[src/rtl/lane_xchg_pkg.sv]
`timescale 1ns/1ps
package lane_xchg_pkg;

    typedef enum logic [1:0] {
        XOP_HOLD      = 2'b00,
        XOP_TO_LOWER  = 2'b01,
        XOP_TO_UPPER  = 2'b10,
        XOP_PAIR_SWAP = 2'b11
    } xop_e;

    typedef struct packed {
        xop_e op;
        logic ring;
        logic phase;
    } xcmd_t;

    // A lane pairs with its upper neighbour when its index parity equals the phase.
    function automatic logic pairs_upward(input int unsigned idx, input logic phase);
        return (idx % 2 == 1) == phase;
    endfunction

endpackage

[src/rtl/lane_route_sel.sv]
`timescale 1ns/1ps
module lane_route_sel
    import lane_xchg_pkg::*;
#(
    parameter int WIDTH    = 16,
    parameter int LANES    = 8,
    parameter int LANE_IDX = 0
) (
    input  xcmd_t             cmd,
    input  logic              wr_en,
    input  logic [WIDTH-1:0]  own_val,
    input  logic [WIDTH-1:0]  lower_nb,
    input  logic [WIDTH-1:0]  upper_nb,
    output logic [WIDTH-1:0]  next_val
);
    localparam bit IS_FIRST = (LANE_IDX == 0);
    localparam bit IS_LAST  = (LANE_IDX == LANES - 1);

    logic [WIDTH-1:0] cand;
    logic             up_pair;

    always_comb begin
        up_pair = pairs_upward(LANE_IDX, cmd.phase);
        cand    = own_val;
        unique case (cmd.op)
            XOP_HOLD:     cand = own_val;
            XOP_TO_LOWER: cand = upper_nb;
            XOP_TO_UPPER: cand = lower_nb;
            XOP_PAIR_SWAP: begin
                if (up_pair)
                    cand = (IS_LAST && !cmd.ring) ? own_val : upper_nb;
                else
                    cand = (IS_FIRST && !cmd.ring) ? own_val : lower_nb;
            end
            default:      cand = own_val;
        endcase
        next_val = wr_en ? cand : own_val;
    end

endmodule

[src/rtl/lane_out_reg.sv]
`timescale 1ns/1ps
module lane_out_reg #(
    parameter int BITS = 128
) (
    input  logic            clk,
    input  logic            rst,
    input  logic            load,
    input  logic [BITS-1:0] d,
    output logic [BITS-1:0] q
);
    always_ff @(posedge clk) begin
        if (rst)
            q <= '0;
        else if (load)
            q <= d;
    end
endmodule

[src/rtl/lane_xchg_net.sv]
`timescale 1ns/1ps
module lane_xchg_net
    import lane_xchg_pkg::*;
#(
    parameter int LANES = 8,
    parameter int WIDTH = 16
) (
    input  logic                   clk,
    input  logic                   rst,
    input  logic                   op_valid,
    input  logic [1:0]             op_code,
    input  logic                   cross_phase,
    input  logic                   ring_mode,
    input  logic [LANES-1:0]       lane_en,
    input  logic [LANES*WIDTH-1:0] lane_in,
    input  logic [WIDTH-1:0]       edge_in_lo,
    input  logic [WIDTH-1:0]       edge_in_hi,
    output logic [LANES*WIDTH-1:0] lane_out
);
    localparam int TOTAL = LANES * WIDTH;
    localparam int TOP   = LANES - 1;

    xcmd_t            cmd;
    logic [WIDTH-1:0] cur   [LANES];
    logic [WIDTH-1:0] lo_nb [LANES];
    logic [WIDTH-1:0] hi_nb [LANES];
    logic [TOTAL-1:0] next_vec;

    assign cmd.op    = xop_e'(op_code);
    assign cmd.ring  = ring_mode;
    assign cmd.phase = cross_phase;

    for (genvar k = 0; k < LANES; k++) begin : g_lane
        assign cur[k] = lane_in[k*WIDTH +: WIDTH];

        if (k == 0) begin : g_lo_end
            assign lo_nb[k] = ring_mode ? lane_in[TOP*WIDTH +: WIDTH] : edge_in_lo;
        end else begin : g_lo_mid
            assign lo_nb[k] = lane_in[(k-1)*WIDTH +: WIDTH];
        end

        if (k == TOP) begin : g_hi_end
            assign hi_nb[k] = ring_mode ? lane_in[0 +: WIDTH] : edge_in_hi;
        end else begin : g_hi_mid
            assign hi_nb[k] = lane_in[(k+1)*WIDTH +: WIDTH];
        end

        lane_route_sel #(
            .WIDTH    (WIDTH),
            .LANES    (LANES),
            .LANE_IDX (k)
        ) u_sel (
            .cmd      (cmd),
            .wr_en    (lane_en[k]),
            .own_val  (cur[k]),
            .lower_nb (lo_nb[k]),
            .upper_nb (hi_nb[k]),
            .next_val (next_vec[k*WIDTH +: WIDTH])
        );
    end

    lane_out_reg #(.BITS(TOTAL)) u_oreg (
        .clk  (clk),
        .rst  (rst),
        .load (op_valid),
        .d    (next_vec),
        .q    (lane_out)
    );

endmodule

[config.mk]
export PLATFORM = sky130hd
export DESIGN_NAME = lane_xchg_net
export DESIGN_NICKNAME = d
export VERILOG_FILES = /design/src/rtl/lane_xchg_pkg.sv /design/src/rtl/lane_route_sel.sv /design/src/rtl/lane_out_reg.sv /design/src/rtl/lane_xchg_net.sv
export SDC_FILE = /design/constraint.sdc
export NUM_CORES = 1
export LEC_CHECK = 0
export ABC_AREA = 1
export BUFFER_PORTS_ARGS = -buffer_cell sky130_fd_sc_hd__buf_2
export CAP_MARGIN = 10
export CELL_PAD_IN_SITES_DETAIL_PLACEMENT = 1
export CELL_PAD_IN_SITES_GLOBAL_PLACEMENT = 2
export CORE_MARGIN = 10
export CORE_UTILIZATION = 22
export CTS_CLUSTER_DIAMETER = 40
export DETAILED_ROUTE_END_ITERATION = 6
export PLACE_DENSITY = 0.74
export SLEW_MARGIN = 20
export SYNTH_ARGS = -nofsm -noshare
export SYNTH_HDL_FRONTEND = slang
export SYNTH_SLANG_ARGS = --single-unit
[constraint.sdc]
create_clock -name clk -period 1.5 [get_ports clk]
set_clock_uncertainty 0.2 [all_clocks]
set_input_delay 0.3 -clock clk [delete_from_list [all_inputs] [get_ports clk]]
set_output_delay 0.3 -clock clk [all_outputs]
set_load 0.01 [all_outputs]
==> results list, run 1 <==
* Result of the run: finished clean
- For this run, the total global-route usage over all layers was measured as 0.211.
- The count of endpoints failing hold in the final timing report was 0.
- TritonCTS built the clock tree.
* Die ar.: 42700 µm²
* Cell variety after synth: 20
- Minimum clock period: 1.48 ns
- u_oreg.q holds more flip-flops than any other register.
- Via-to-Cell Ratio: 4.92
* Capturing point of the worst reg2reg path: u_oreg.q[117]$_SDFFE_PP0P_
* Req. time, crit path: 1.00 ns
- Starting DRT DRC Count: 707
- Later-pin clock latency in the skew report: 0.45 ns
- Clock buffer depth: 2
* Count of synthesis-stage warnings from yosys: 0
- In this run the horizontal extent of the chip is 207 µm.
- For the pin with the worst max-slew slack, the measured transition is 0.386 ns.
- Overflow after GRT: 0
- The count of pins over their slew limit came to 0.
- Port-buffer cells: 302
* Fraction of registers with async set or reset after synthesis: 0
- In this run, placement finished with an instance count of 1988.
- Vias in the first global route: 10300
* Mean Syn Cell Area: 6.02 µm²
* Final net count: 1742
- The largest registers in the layout are u_oreg.q x128.
- Share of the synthesized area in the top cell type: 0.334
- Among cell families on the critical path, the largest total delay comes from flip-flops.
* Wirelength per Cell: 22.8 µm
* Share of the clock period used by the worst path: 0.983
- In this run the vertical extent of the chip is 207 µm.
* Io pins: 303
- The tightest hold path in the finished design has a slack of 0.00906 ns.
- After routing, the total negative slack on setup checks comes to 0 ns.
- Total wire length: 46500 µm
- Leakage power summed over all cells: 5.12 nW
* Initial Util: 0.223
- The first detailed-routing pass took 5 iterations.
- Synthesis-to-finish area growth: 42.2%
- Post-CTS clock slew at the launch and capture registers of the worst setup and hold paths: 0.06 ns
- Total number of H-tree levels: 4
- The tool flagged a number of max-cap violations equal to 0.
- The worst register-to-register path begins at u_oreg.q[117]$_SDFFE_PP0P_.
- Worst min-delay path category: in -> reg
- Crit-path slowest cell: sky130_fd_sc_hd__dfxtp_1
- Length in cells of the worst reg-to-reg path: 2
- Buffers added to address setup during post-CTS repair amount to 0.
- For hold timing, the worst endpoint is u_oreg.q[32]$_SDFFE_PP0P_.
- Setup repair after global routing left no endpoint under its margin.
* Bufs and invs on worst path: 1
- Residual DRC count: 0
- Cell with the most instances after synthesis: sky130_fd_sc_hd__nand2_1
- Cell area after technology mapping: 7670 µm²
- Root buffer selected by CTS: sky130_fd_sc_hd__clkbuf_16
* Endpoint arrival time on the critical path: 0.98 ns
* First-pass GRT wire length: 66900 µm
* Commonest cells post-synth: sky130_fd_sc_hd__nand2_1 (499), sky130_fd_sc_hd__a21oi_1 (131), sky130_fd_sc_hd__dfxtp_1 (128), sky130_fd_sc_hd__o21ai_0 (128), sky130_fd_sc_hd__nand3_1 (99)
- Based on the critical path, the design can be clocked at up to 0.678 GHz.
* Cell type with the highest aggregate area in the netlist: sky130_fd_sc_hd__dfxtp_1
- Main flop type after synthesis: sky130_fd_sc_hd__dfxtp_1
- The worst setup path is of the reg -> out kind.
* Largest incremental delay on the critical path: 0.37 ns
- Worst IR Drop VDD: 0.000851 V
* Part of the Yosys area used for sequential elements: 0.334
* Final setup fails: 0
* List of cells traversed by the critical path: buf_2
- STA classifies the critical path startpoint as a register.
- Proportion of layout cells with a drive suffix above 1: 0.275
- Post-synthesis net count: 1449
- Entering global routing, the biggest net connects 98 pins.
* Count of nets left with antenna violations after detail routing: 0
- Num CTS Buffers: 17
* Number of antenna violations at the first check in global routing: 4
* Non-filler cells, final: 2039
- The routed layout has 10000 vias.
- After synthesis the netlist holds a flip-flop and latch count of 128.
* Core box area: 34500 µm²
- Clock sink total: 128
- In this run the worst path has a maximum fanout of 2.
- Number of rows in the core area: 68
* Worst rel slew slack: 0.743
- Synth top area cells: sky130_fd_sc_hd__dfxtp_1 (33%), sky130_fd_sc_hd__nand2_1 (24%), sky130_fd_sc_hd__a21oi_1 (8.5%), sky130_fd_sc_hd__o21ai_0 (8.4%), sky130_fd_sc_hd__nand3_1 (6.5%)
- STA classifies the critical path endpoint as a primary output.
- Yosys mapped a number of flops with a built-in enable equal to 0.
* GP Congestion: 0.860
- The startpoint identified for the worst hold timing path is lane_in[32].
* Pwr Density: 1030 nW/µm²
- In the synthesized netlist, the number of instances is 1274.
- Reg2Reg Setup Slack: 0.56 ns
- The register with the most flip-flops in the layout has 128 of them.
- Summed over all nets, the half-perimeter wirelength after detailed placement is 37200 µm.
- Instance count along the most critical hold path: 3
## where the power goes
group	internal, mW	switching (mW)
sequential	3.68	0.144
clock	2.90	1.72
combinational	1.05	1.75
## how the worst max path moves through the flow
stage / startpoint / to / slack [ns] / cells past startpoint
after floorplan: op_valid / u_oreg.q[66]$_SDFFE_PP0P_ / 0.007 / 5
after global placement: op_code[0] / u_oreg.q[17]$_SDFFE_PP0P_ / -0.29 / 9
after detailed placement: op_code[0] / u_oreg.q[111]$_SDFFE_PP0P_ / -0.31 / 7
after CTS: u_oreg.q[34]$_SDFFE_PP0P_ / lane_out[34] / 0.0007 / 1
after global routing: u_oreg.q[33]$_SDFFE_PP0P_ / lane_out[33] / 0.0008 / 1
final: u_oreg.q[83]$_SDFFE_PP0P_ / lane_out[83] / 0.02 / 1
## metrics by stage
step,power [mW],area (µm²),worst slack (ns),util
floorplan,5.21,7700,0.00683,-
finish,11.2,10900,0.0248,0.317
CTS,11.3,10900,0.000697,0.316
detailed placement,6.67,10100,-0.308,0.293
global route,11.8,10900,0.000828,0.316
global placement,6.63,10100,-0.294,0.293
## per-layer routing
| layer | GRT usage | wire [µm] | vias up |
|---|---|---|---|
| li1 | - | - | 4832 |
| met1 | 0.274 | 20800 | 4832 |
| met2 | 0.338 | 21200 | 317 |
| met3 | 0.0482 | 3140 | 56 |
| met4 | 0.0730 | 1270 | 2 |
| met5 | 0 | 20 | - |
## logic make-up after synthesis
group	after synthesis	synth area share
AO/OA/AOI/OAI	342	0.228
buffers and inverters	119	0.0716
flip-flops	128	0.334
AND/OR/NAND/NOR	685	0.367
## cells in the final DEF (no fill, tap or decap), types with 3 or more instances in the layout
| cell | n |
|---|---|
| sky130_fd_sc_hd__nand2_1 | 499 |
| sky130_fd_sc_hd__buf_2 | 301 |
| sky130_fd_sc_hd__a21oi_1 | 131 |
| sky130_fd_sc_hd__o21ai_0 | 128 |
| sky130_fd_sc_hd__dfxtp_1 | 120 |
| sky130_fd_sc_hd__nand3_1 | 99 |
| sky130_fd_sc_hd__o21ai_1 | 78 |
| sky130_fd_sc_hd__nor2_1 | 37 |
| sky130_fd_sc_hd__buf_4 | 35 |
| sky130_fd_sc_hd__nand4_1 | 29 |
| sky130_fd_sc_hd__buf_12 | 28 |
| sky130_fd_sc_hd__clkbuf_16 | 17 |
| sky130_fd_sc_hd__dlygate4sd3_1 | 15 |
| sky130_fd_sc_hd__or2_2 | 11 |
| sky130_fd_sc_hd__nor2_2 | 9 |
| sky130_fd_sc_hd__inv_1 | 8 |
| sky130_fd_sc_hd__dfxtp_2 | 8 |
| sky130_fd_sc_hd__inv_2 | 6 |
| sky130_fd_sc_hd__diode_2 | 5 |
| sky130_fd_sc_hd__a21oi_4 | 4 |
| sky130_fd_sc_hd__bufinv_16 | 4 |
| sky130_fd_sc_hd__clkbuf_8 | 3 |
| sky130_fd_sc_hd__clkinv_2 | 3 |
## layout make-up
cell class	instances	area [µm²]
tap	455	569
multi-input combinational	1027	4590
clock inverter	10	159
sequential	128	2570
timing repair buffer	379	2480
inverter	14	52.6
clock buffer	21	470
antenna	5	12.5
fill	4547	23500
## what timing repair did
item,CTS,global route
resized for setup,4,4
hold endpoints to repair,15,0
setup endpoints to repair,4,4
hold buffers,15,0
No activity file was read; power rests on OpenSTA's default activity.
==> run 2: changes to the inputs <==
--- a/config.mk
+++ b/config.mk
@@ -5,13 +5,13 @@
 export SDC_FILE = /design/constraint.sdc
 export NUM_CORES = 1
 export LEC_CHECK = 0
-export ABC_AREA = 1
+export ABC_AREA = 0
 export BUFFER_PORTS_ARGS = -buffer_cell sky130_fd_sc_hd__buf_2
 export CAP_MARGIN = 10
 export CELL_PAD_IN_SITES_DETAIL_PLACEMENT = 1
 export CELL_PAD_IN_SITES_GLOBAL_PLACEMENT = 2
 export CORE_MARGIN = 10
-export CORE_UTILIZATION = 22
+export CORE_UTILIZATION = 25
 export CTS_CLUSTER_DIAMETER = 40
 export DETAILED_ROUTE_END_ITERATION = 6
 export PLACE_DENSITY = 0.74
==> run 2 against run 1 <==
Non-clock buffer count increased by 34; fmax increased by 0.20%; worst setup slack improved by 0.0030 ns; critical path depth unchanged; via count decreased by 1.9%; sequential power about the same; worst hold slack improved by 0.0036 ns; sequential share of layout area decreased by 1.8 points; routed wire length increased by 6.2%; power decreased by 0.99%; core utilization increased by 5.3 points; critical endpoint is now lane_out[91]; highest routed layer unchanged.
==> results list, run 2 <==
- After detailed routing, the met3 layer carries 3680 µm of wire.
- For this run, the post-layout net count is 1500.
- Total number of H-tree levels: 4
- Result of the run: finished clean
- Power spread over the standard cell area amounts to 947 nW/µm².
* Total number of vias: 9847
- Cell type with the highest aggregate area in the netlist: sky130_fd_sc_hd__dfxtp_1
- Register with the most flip-flops: u_oreg.q
- After floorplanning, the core was sized to cover 31800 µm².
* Proportion of layout cells with a drive suffix above 1: 0.398
- Dividing the final minimum period by the clock period gives 0.981.
- In the detailed route, the total length drawn on met2 is 23200 µm.
- Number of antenna violations at the first check in global routing: 11
* Synthesis-to-finish area growth: 44.6%
* Overflow after GRT: 0
* Die ar.: 40100 µm²
* Die width: 200 µm
- Hold_ws: 0.0126 ns
* Worst rel slew slack: 0.610
- In this run the worst path has a maximum fanout of 2.
- For this configuration, the core starts out at a cell density of 0.256.
- Total wire length: 49400 µm
* Count of nets left with antenna violations after detail routing: 0
* Count of synthesis-stage warnings from yosys: 0
* Port-buffer cells: 302
- List of cells traversed by the critical path: buf_2
* Post-CTS Setup Repair Bufs: 0
* Final Max Tran Viols: 0
* Start-to-end type of the worst setup path: reg -> out
- The clock passes through at most 2 buffers.
* GP Congestion: 0.860
- Counting tap cells, the placed design contains a total of 1741 instances.
* Final core utilization: 0.370
- Fmax: 0.679 GHz
* Via-to-Cell Ratio: 5.54
- Clock-pin slew was measured on the worst setup and hold paths at 0.07 ns.
- In the final routed layout, each cell accounts on average for 27.8 µm.
- Worst IR Drop VDD: 0.000761 V
- Vias in the first global route: 10100
- STA classifies the critical path endpoint as a primary output.
* Num CTS Buffers: 17
- Clock sink total: 128
* Cell family with most CP delay: flip-flops
- Number of maximum-capacitance violations: 0
- The root buffer cell chosen for the clock tree is sky130_fd_sc_hd__clkbuf_16.
- Main flop type after synthesis: sky130_fd_sc_hd__dfxtp_1
- TritonCTS clock tree: done
- Post-synthesis net count: 1174
- Die height: 200 µm
- Largest incremental delay on the critical path: 0.39 ns
* Residual DRC count: 0
* Number of enable-type register cells in the synthesized netlist: 0
- At the pin with the least slew margin, the transition time is 0.583 ns.
- Fill count: 3843
- The largest registers in the layout are u_oreg.q x128.
- Mean Syn Cell Area: 8.14 µm²
- Reg-to-Reg Start: u_oreg.q[104]$_SDFFE_PP0P_
- The first TritonRoute pass finished after 5 iterations.
- The worst setup path is launched from a register.
- Ranked by total cell area, the synthesized netlist is headed by sky130_fd_sc_hd__dfxtp_1 (32%), sky130_fd_sc_hd__o32ai_1 (21%), sky130_fd_sc_hd__o21ai_0 (9.0%), sky130_fd_sc_hd__and2_1 (7.5%), sky130_fd_sc_hd__mux2i_1 (4.8%).
* Bufs and invs on worst path: 1
* Later-pin clock latency in the skew report: 0.42 ns
* Starting DRT DRC Count: 742
* Most common library cell in the layout ignoring fill and taps: sky130_fd_sc_hd__buf_2
- STA puts the critical path data required time at 1.00 ns.
- Overall power: 11.1 mW
* Commonest cells post-synth: sky130_fd_sc_hd__o32ai_1 (192), sky130_fd_sc_hd__o21ai_0 (146), sky130_fd_sc_hd__dfxtp_1 (128), sky130_fd_sc_hd__and2_1 (98), sky130_fd_sc_hd__inv_1 (96)
- Unrepaired setup endpoints after global routing: true
- First-pass GRT wire length: 70100 µm
- In this run the worst hold path is classified as in -> reg.
* Overall routing resource usage: 0.232
* Fraction of registers with async set or reset after synthesis: 0
- After synthesis, the netlist uses 37 different library cells.
- Highest routed metal layer: met5
- Cell with the most instances after synthesis: sky130_fd_sc_hd__o32ai_1
- Critical path origin: u_oreg.q[91]$_SDFFE_PP0P_
- Post-route cell area: 11800 µm²
- Leakage power summed over all cells: 4.88 nW
- Endpoint arrival time on the critical path: 0.97 ns
- In the layout the commonest cells are sky130_fd_sc_hd__buf_2 (298), sky130_fd_sc_hd__o32ai_1 (160), sky130_fd_sc_hd__o21ai_0 (146), sky130_fd_sc_hd__dfxtp_1 (126), sky130_fd_sc_hd__and2_1 (98).
- Syn Inst Count: 999
- Detailed placement finished with a half-perimeter wire length of 38800 µm.
- The synthesized design contains 128 register bits.
- Final setup fails: 0
- The detailed router put a total of 21300 µm of wire on met1.
- Number of rows in the core area: 65
- Critical hold path startpoint: lane_in[8]
- The count of endpoints failing hold in the final timing report came to 0.
- The clock period could shrink to 1.47 ns.
- Part of the Yosys area used for sequential elements: 0.315
* Crit-path slowest cell: sky130_fd_sc_hd__dfxtp_1
* Largest net degree at the start of global routing: 71
- The share of synthesized area in the top cell type comes to 0.315.
* Placed standard-cell area: 11200 µm²
- The register with the most flip-flops in the layout has 128 of them.
* Cell area after technology mapping: 8130 µm²
* Io pins: 303
* Non-filler cells, final: 1778
run 2: layer usage:
| layer | track usage | up-vias |
|---|---|---|
| met3 | 0.0637 | 73 |
| met1 | 0.292 | 4919 |
| met4 | 0.0598 | 8 |
| met5 | 0 | - |
| met2 | 0.382 | 422 |
| li1 | - | 4425 |
run 2: cell families after synthesis:
kind of cell | after synthesis | synth area share
flip-flops | 128 | 0.315
AO/OA/AOI/OAI | 395 | 0.350
buffers and inverters | 204 | 0.112
multiplexers | 58 | 0.0743
AND/OR/NAND/NOR | 214 | 0.149
run 2: what timing repair did:
action / CTS / global route
setup endpoints to repair: 2 / 43
hold buffers: 0 / 0
resized for setup: 2 / 4
run 2: through the flow:
| step | setup slack (ns) | TNS, ns |
|---|---|---|
| global route | -0.104 | -2.01 |
| floorplan | -0.0671 | -2.32 |
| detailed placement | -0.467 | -39.41 |
| finish | 0.0278 | 0 |
| CTS | 0.0174 | 0 |
| global placement | -0.388 | -34.72 |
run 2: path summary, 6_finish.rpt:
check | slack (ns) | cells after the start | to
max reg2reg | 0.50 | 2 | u_oreg.q[104]$_SDFFE_PP0P_
max | 0.03 | 1 | lane_out[91]
min | 0.01 | 3 | u_oreg.q[8]$_SDFFE_PP0P_
min reg2reg | 0.25 | 2 | u_oreg.q[124]$_SDFFE_PP0P_
run 2: report_power, final:
group	internal, mW	switching (mW)	total (mW)	leakage (nW)
clock	2.33	1.95	4.28	0.269
combinational	1.24	1.79	3.03	3.56
sequential	3.67	0.150	3.82	1.06
total	7.24	3.89	11.1	4.88
run 2: area by class of cell:
cell class,count,area (µm²),area share
Multi-Input combinational cell,667,5050,0.430
Clock buffer,17,425,0.0362
Clock inverter,15,148,0.0126
Antenna cell,5,12.5,0.00106
Sequential cell,128,2560,0.218
Timing Repair Buffer,413,2640,0.225
Inverter,98,368,0.0313
Tap cell,435,544,0.0463
==> run 3: changes to the inputs <==
--- a/config.mk
+++ b/config.mk
@@ -6,15 +6,15 @@
 export NUM_CORES = 1
 export LEC_CHECK = 0
 export ABC_AREA = 0
-export BUFFER_PORTS_ARGS = -buffer_cell sky130_fd_sc_hd__buf_2
 export CAP_MARGIN = 10
 export CELL_PAD_IN_SITES_DETAIL_PLACEMENT = 1
 export CELL_PAD_IN_SITES_GLOBAL_PLACEMENT = 2
 export CORE_MARGIN = 10
-export CORE_UTILIZATION = 25
+export CORE_UTILIZATION = 32
 export CTS_CLUSTER_DIAMETER = 40
 export DETAILED_ROUTE_END_ITERATION = 6
-export PLACE_DENSITY = 0.74
+export DONT_BUFFER_PORTS = 1
+export PLACE_DENSITY = 0.73
 export SLEW_MARGIN = 20
 export SYNTH_ARGS = -nofsm -noshare
 export SYNTH_HDL_FRONTEND = slang
==> run 3 against run 2 <==
The flow now finishes with violations (negative hold slack); flip-flop and latch count stayed put; die area is 20% lower; routed wire length is 6.3% lower; combinational power is 46% lower; critical endpoint is now lane_out[13].
==> results list, run 3 (synthesized netlist as in run 2, its figures left out) <==
* Result of the run: finished with violations
- The final reports fail on negative hold slack.
- Worst IR Drop VDD: 0.000534 V
- In the finished design, the share of the clock period the worst path needs comes to 0.975.
- The cell family contributing the most delay on the critical path is flip-flops.
- The tree is rooted in a sky130_fd_sc_hd__clkbuf_16.
* Total wire length: 46300 µm
- Derived from the worst setup path, the maximum achievable clock frequency is 0.683 GHz.
* Largest incremental delay on the critical path: 0.39 ns
- In the final layout, the registers with the most flip-flops are u_oreg.q x128.
- Fill count: 2960
- Total number of vias: 8622
* Clock sink total: 128
- Of the cells placed in the final design, the portion with a size suffix greater than 1 is 0.161.
- Post-route cell area: 9850 µm²
* Clock buffer depth: 2
* Count of nets left with antenna violations after detail routing: 0
- The initial antenna violation count is 8.
- The clock period could shrink to 1.46 ns.
* Core box area: 25100 µm²
- Clock-pin slew was measured on the worst setup and hold paths at 0.07 ns.
* Placed standard-cell area: 8970 µm²
* Starting DRT DRC Count: 856
- TritonCTS clock tree: done
- Register with the most flip-flops: u_oreg.q
* Die height: 179 µm
- Pwr Density: 1010 nW/µm²
* Endpoint arrival time on the critical path: 0.96 ns
- Worst rel slew slack: 0.458
- The first global-routing pass estimated 64100 µm of wire.
- Final setup fails: 0
- The number of global-route vias before repair came to 8630.
- Unrepaired setup endpoints after global routing: false
- After detailed routing, the number of remaining DRC violations is 0.
- List of cells traversed by the critical path: buf_4
- The initial utilization of the core area, before any placement, comes to 0.324.
- Input and output buffers added on the ports amount to 0.
- In the global route stage, overall resource usage came out at 0.273.
- The multi-input combinational cells in the finished layout cover a total of 5050 µm².
- Final core utilization: 0.392
- 303 I/O pins were placed.
- Total number of H-tree levels: 4
* Most common library cell in the layout ignoring fill and taps: sky130_fd_sc_hd__o32ai_1
* Launching element type of the critical path: register
- Along the worst path, the maximum fanout reaches 2.
- The die is 179 µm wide.
- Buffers inserted during clock tree synthesis total 17.
- Final net count: 1158
* Total half-perimeter wirelength after legalization and detailed placement: 32800 µm
- Leakage power summed over all cells: 3.35 nW
- At the worst endpoint, the required time is 1.00 ns.
* Number of flip-flops in the largest register: 128
- Number of rows in the core area: 58
- For this design, the slowest cell found on the critical path is sky130_fd_sc_hd__dfxtp_1.
- Final Max Tran Viols: 0
- Worst min-delay path category: in -> reg
- Wirelength per Cell: 34.8 µm
- Entering global routing, the biggest net connects 126 pins.
* Hold_ws: -0.259 ns
* Number of maximum-capacitance violations: 0
* Synthesis-to-finish area growth: 21.1%
* Fin. Hold Viols: 118
* DR pass1 iterations: 5
* Leading cell types in the layout, fill and taps excluded: sky130_fd_sc_hd__o32ai_1 (160), sky130_fd_sc_hd__o21ai_0 (146), sky130_fd_sc_hd__dfxtp_1 (128), sky130_fd_sc_hd__and2_1 (98), sky130_fd_sc_hd__inv_1 (96)
* Register area: 2560 µm²
- Transition time at the pin with the least slew margin: 0.809 ns
- Via-to-Cell Ratio: 6.48
- Bufs and invs on worst path: 1
- Start-to-end type of the worst setup path: reg -> out
- The die covers 32200 µm².
- GP Congestion: 0.869
- Overflow after GRT: 0
* Kind of capture point of the worst setup path: primary output
* Later-pin clock latency in the skew report: 0.42 ns
[run 3: cell count changes in the layout (fill, tap and decap cells not counted), sizes merged]
cell / previous run / this run
buf: 413 / 43
bufinv: 1 / 2
clkinv: 2 / 7
diode: 5 / 4
dlygate4sd3: 0 / 26
dlymetal6s4s: 0 / 1
inv: 106 / 100
nor2b: 8 / 9
[run 3: final timing paths]
path,from,cells past startpoint,end,slack (ns)
min,rst,1,u_oreg.q[126]$_SDFFE_PP0P_,-0.26
min reg2reg,u_oreg.q[46]$_SDFFE_PP0P_,2,u_oreg.q[46]$_SDFFE_PP0P_,0.28
max,u_oreg.q[13]$_SDFFE_PP0P_,1,lane_out[13],0.04
max reg2reg,u_oreg.q[56]$_SDFFE_PP0P_,2,u_oreg.q[56]$_SDFFE_PP0P_,0.37
[run 3: layer usage]
layer | up-vias | part of all wire | track usage
li1 | 3750 | - | -
met1 | 4320 | 0.39 | 0.326
met2 | 470 | 0.46 | 0.428
met3 | 78 | 0.13 | 0.124
met4 | 4 | 0.025 | 0.0919
met5 | - | 0.00071 | 0
[run 3: final cells by class]
type,instances,share of cell area
Clock inverter,15,0.0164
Tap cell,330,0.0419
Clock buffer,17,0.0432
Multi-Input combinational cell,668,0.513
Inverter,98,0.0373
Timing Repair Buffer,70,0.0871
Antenna cell,4,0.00102
Sequential cell,128,0.260
[run 3: what timing repair did]
action                                  in CTS  in global routing
resized for setup                            0                  2
endpoints found under the setup margin       0                 18
buffers inserted                             0                  0
hold endpoints to repair                   128                118
hold buffers                                26                  1
[run 3: where the power goes]
part	leakage [nW]	switching [mW]	internal, mW
registers	1.06	0.360	3.68
clock network	0.276	1.82	2.46
logic	2.01	0.810	0.832
[run 3: per-stage QoR]
step	instances	setup slack (ns)	hold WS (ns)	TNS [ns]	power, mW
3_5_place_dp	1266	-0.426	0.197	-19.05	5.65
4_1_cts	1324	0.0202	-0.259	0	9.99
5_1_grt	1327	0.0197	-0.257	0	10.3
2_1_floorplan	999	-0.0671	0.271	-2.32	5.34
6_report	1330	0.0368	-0.259	0	9.96
3_3_place_gp	1266	-0.376	0.195	-17.49	5.62
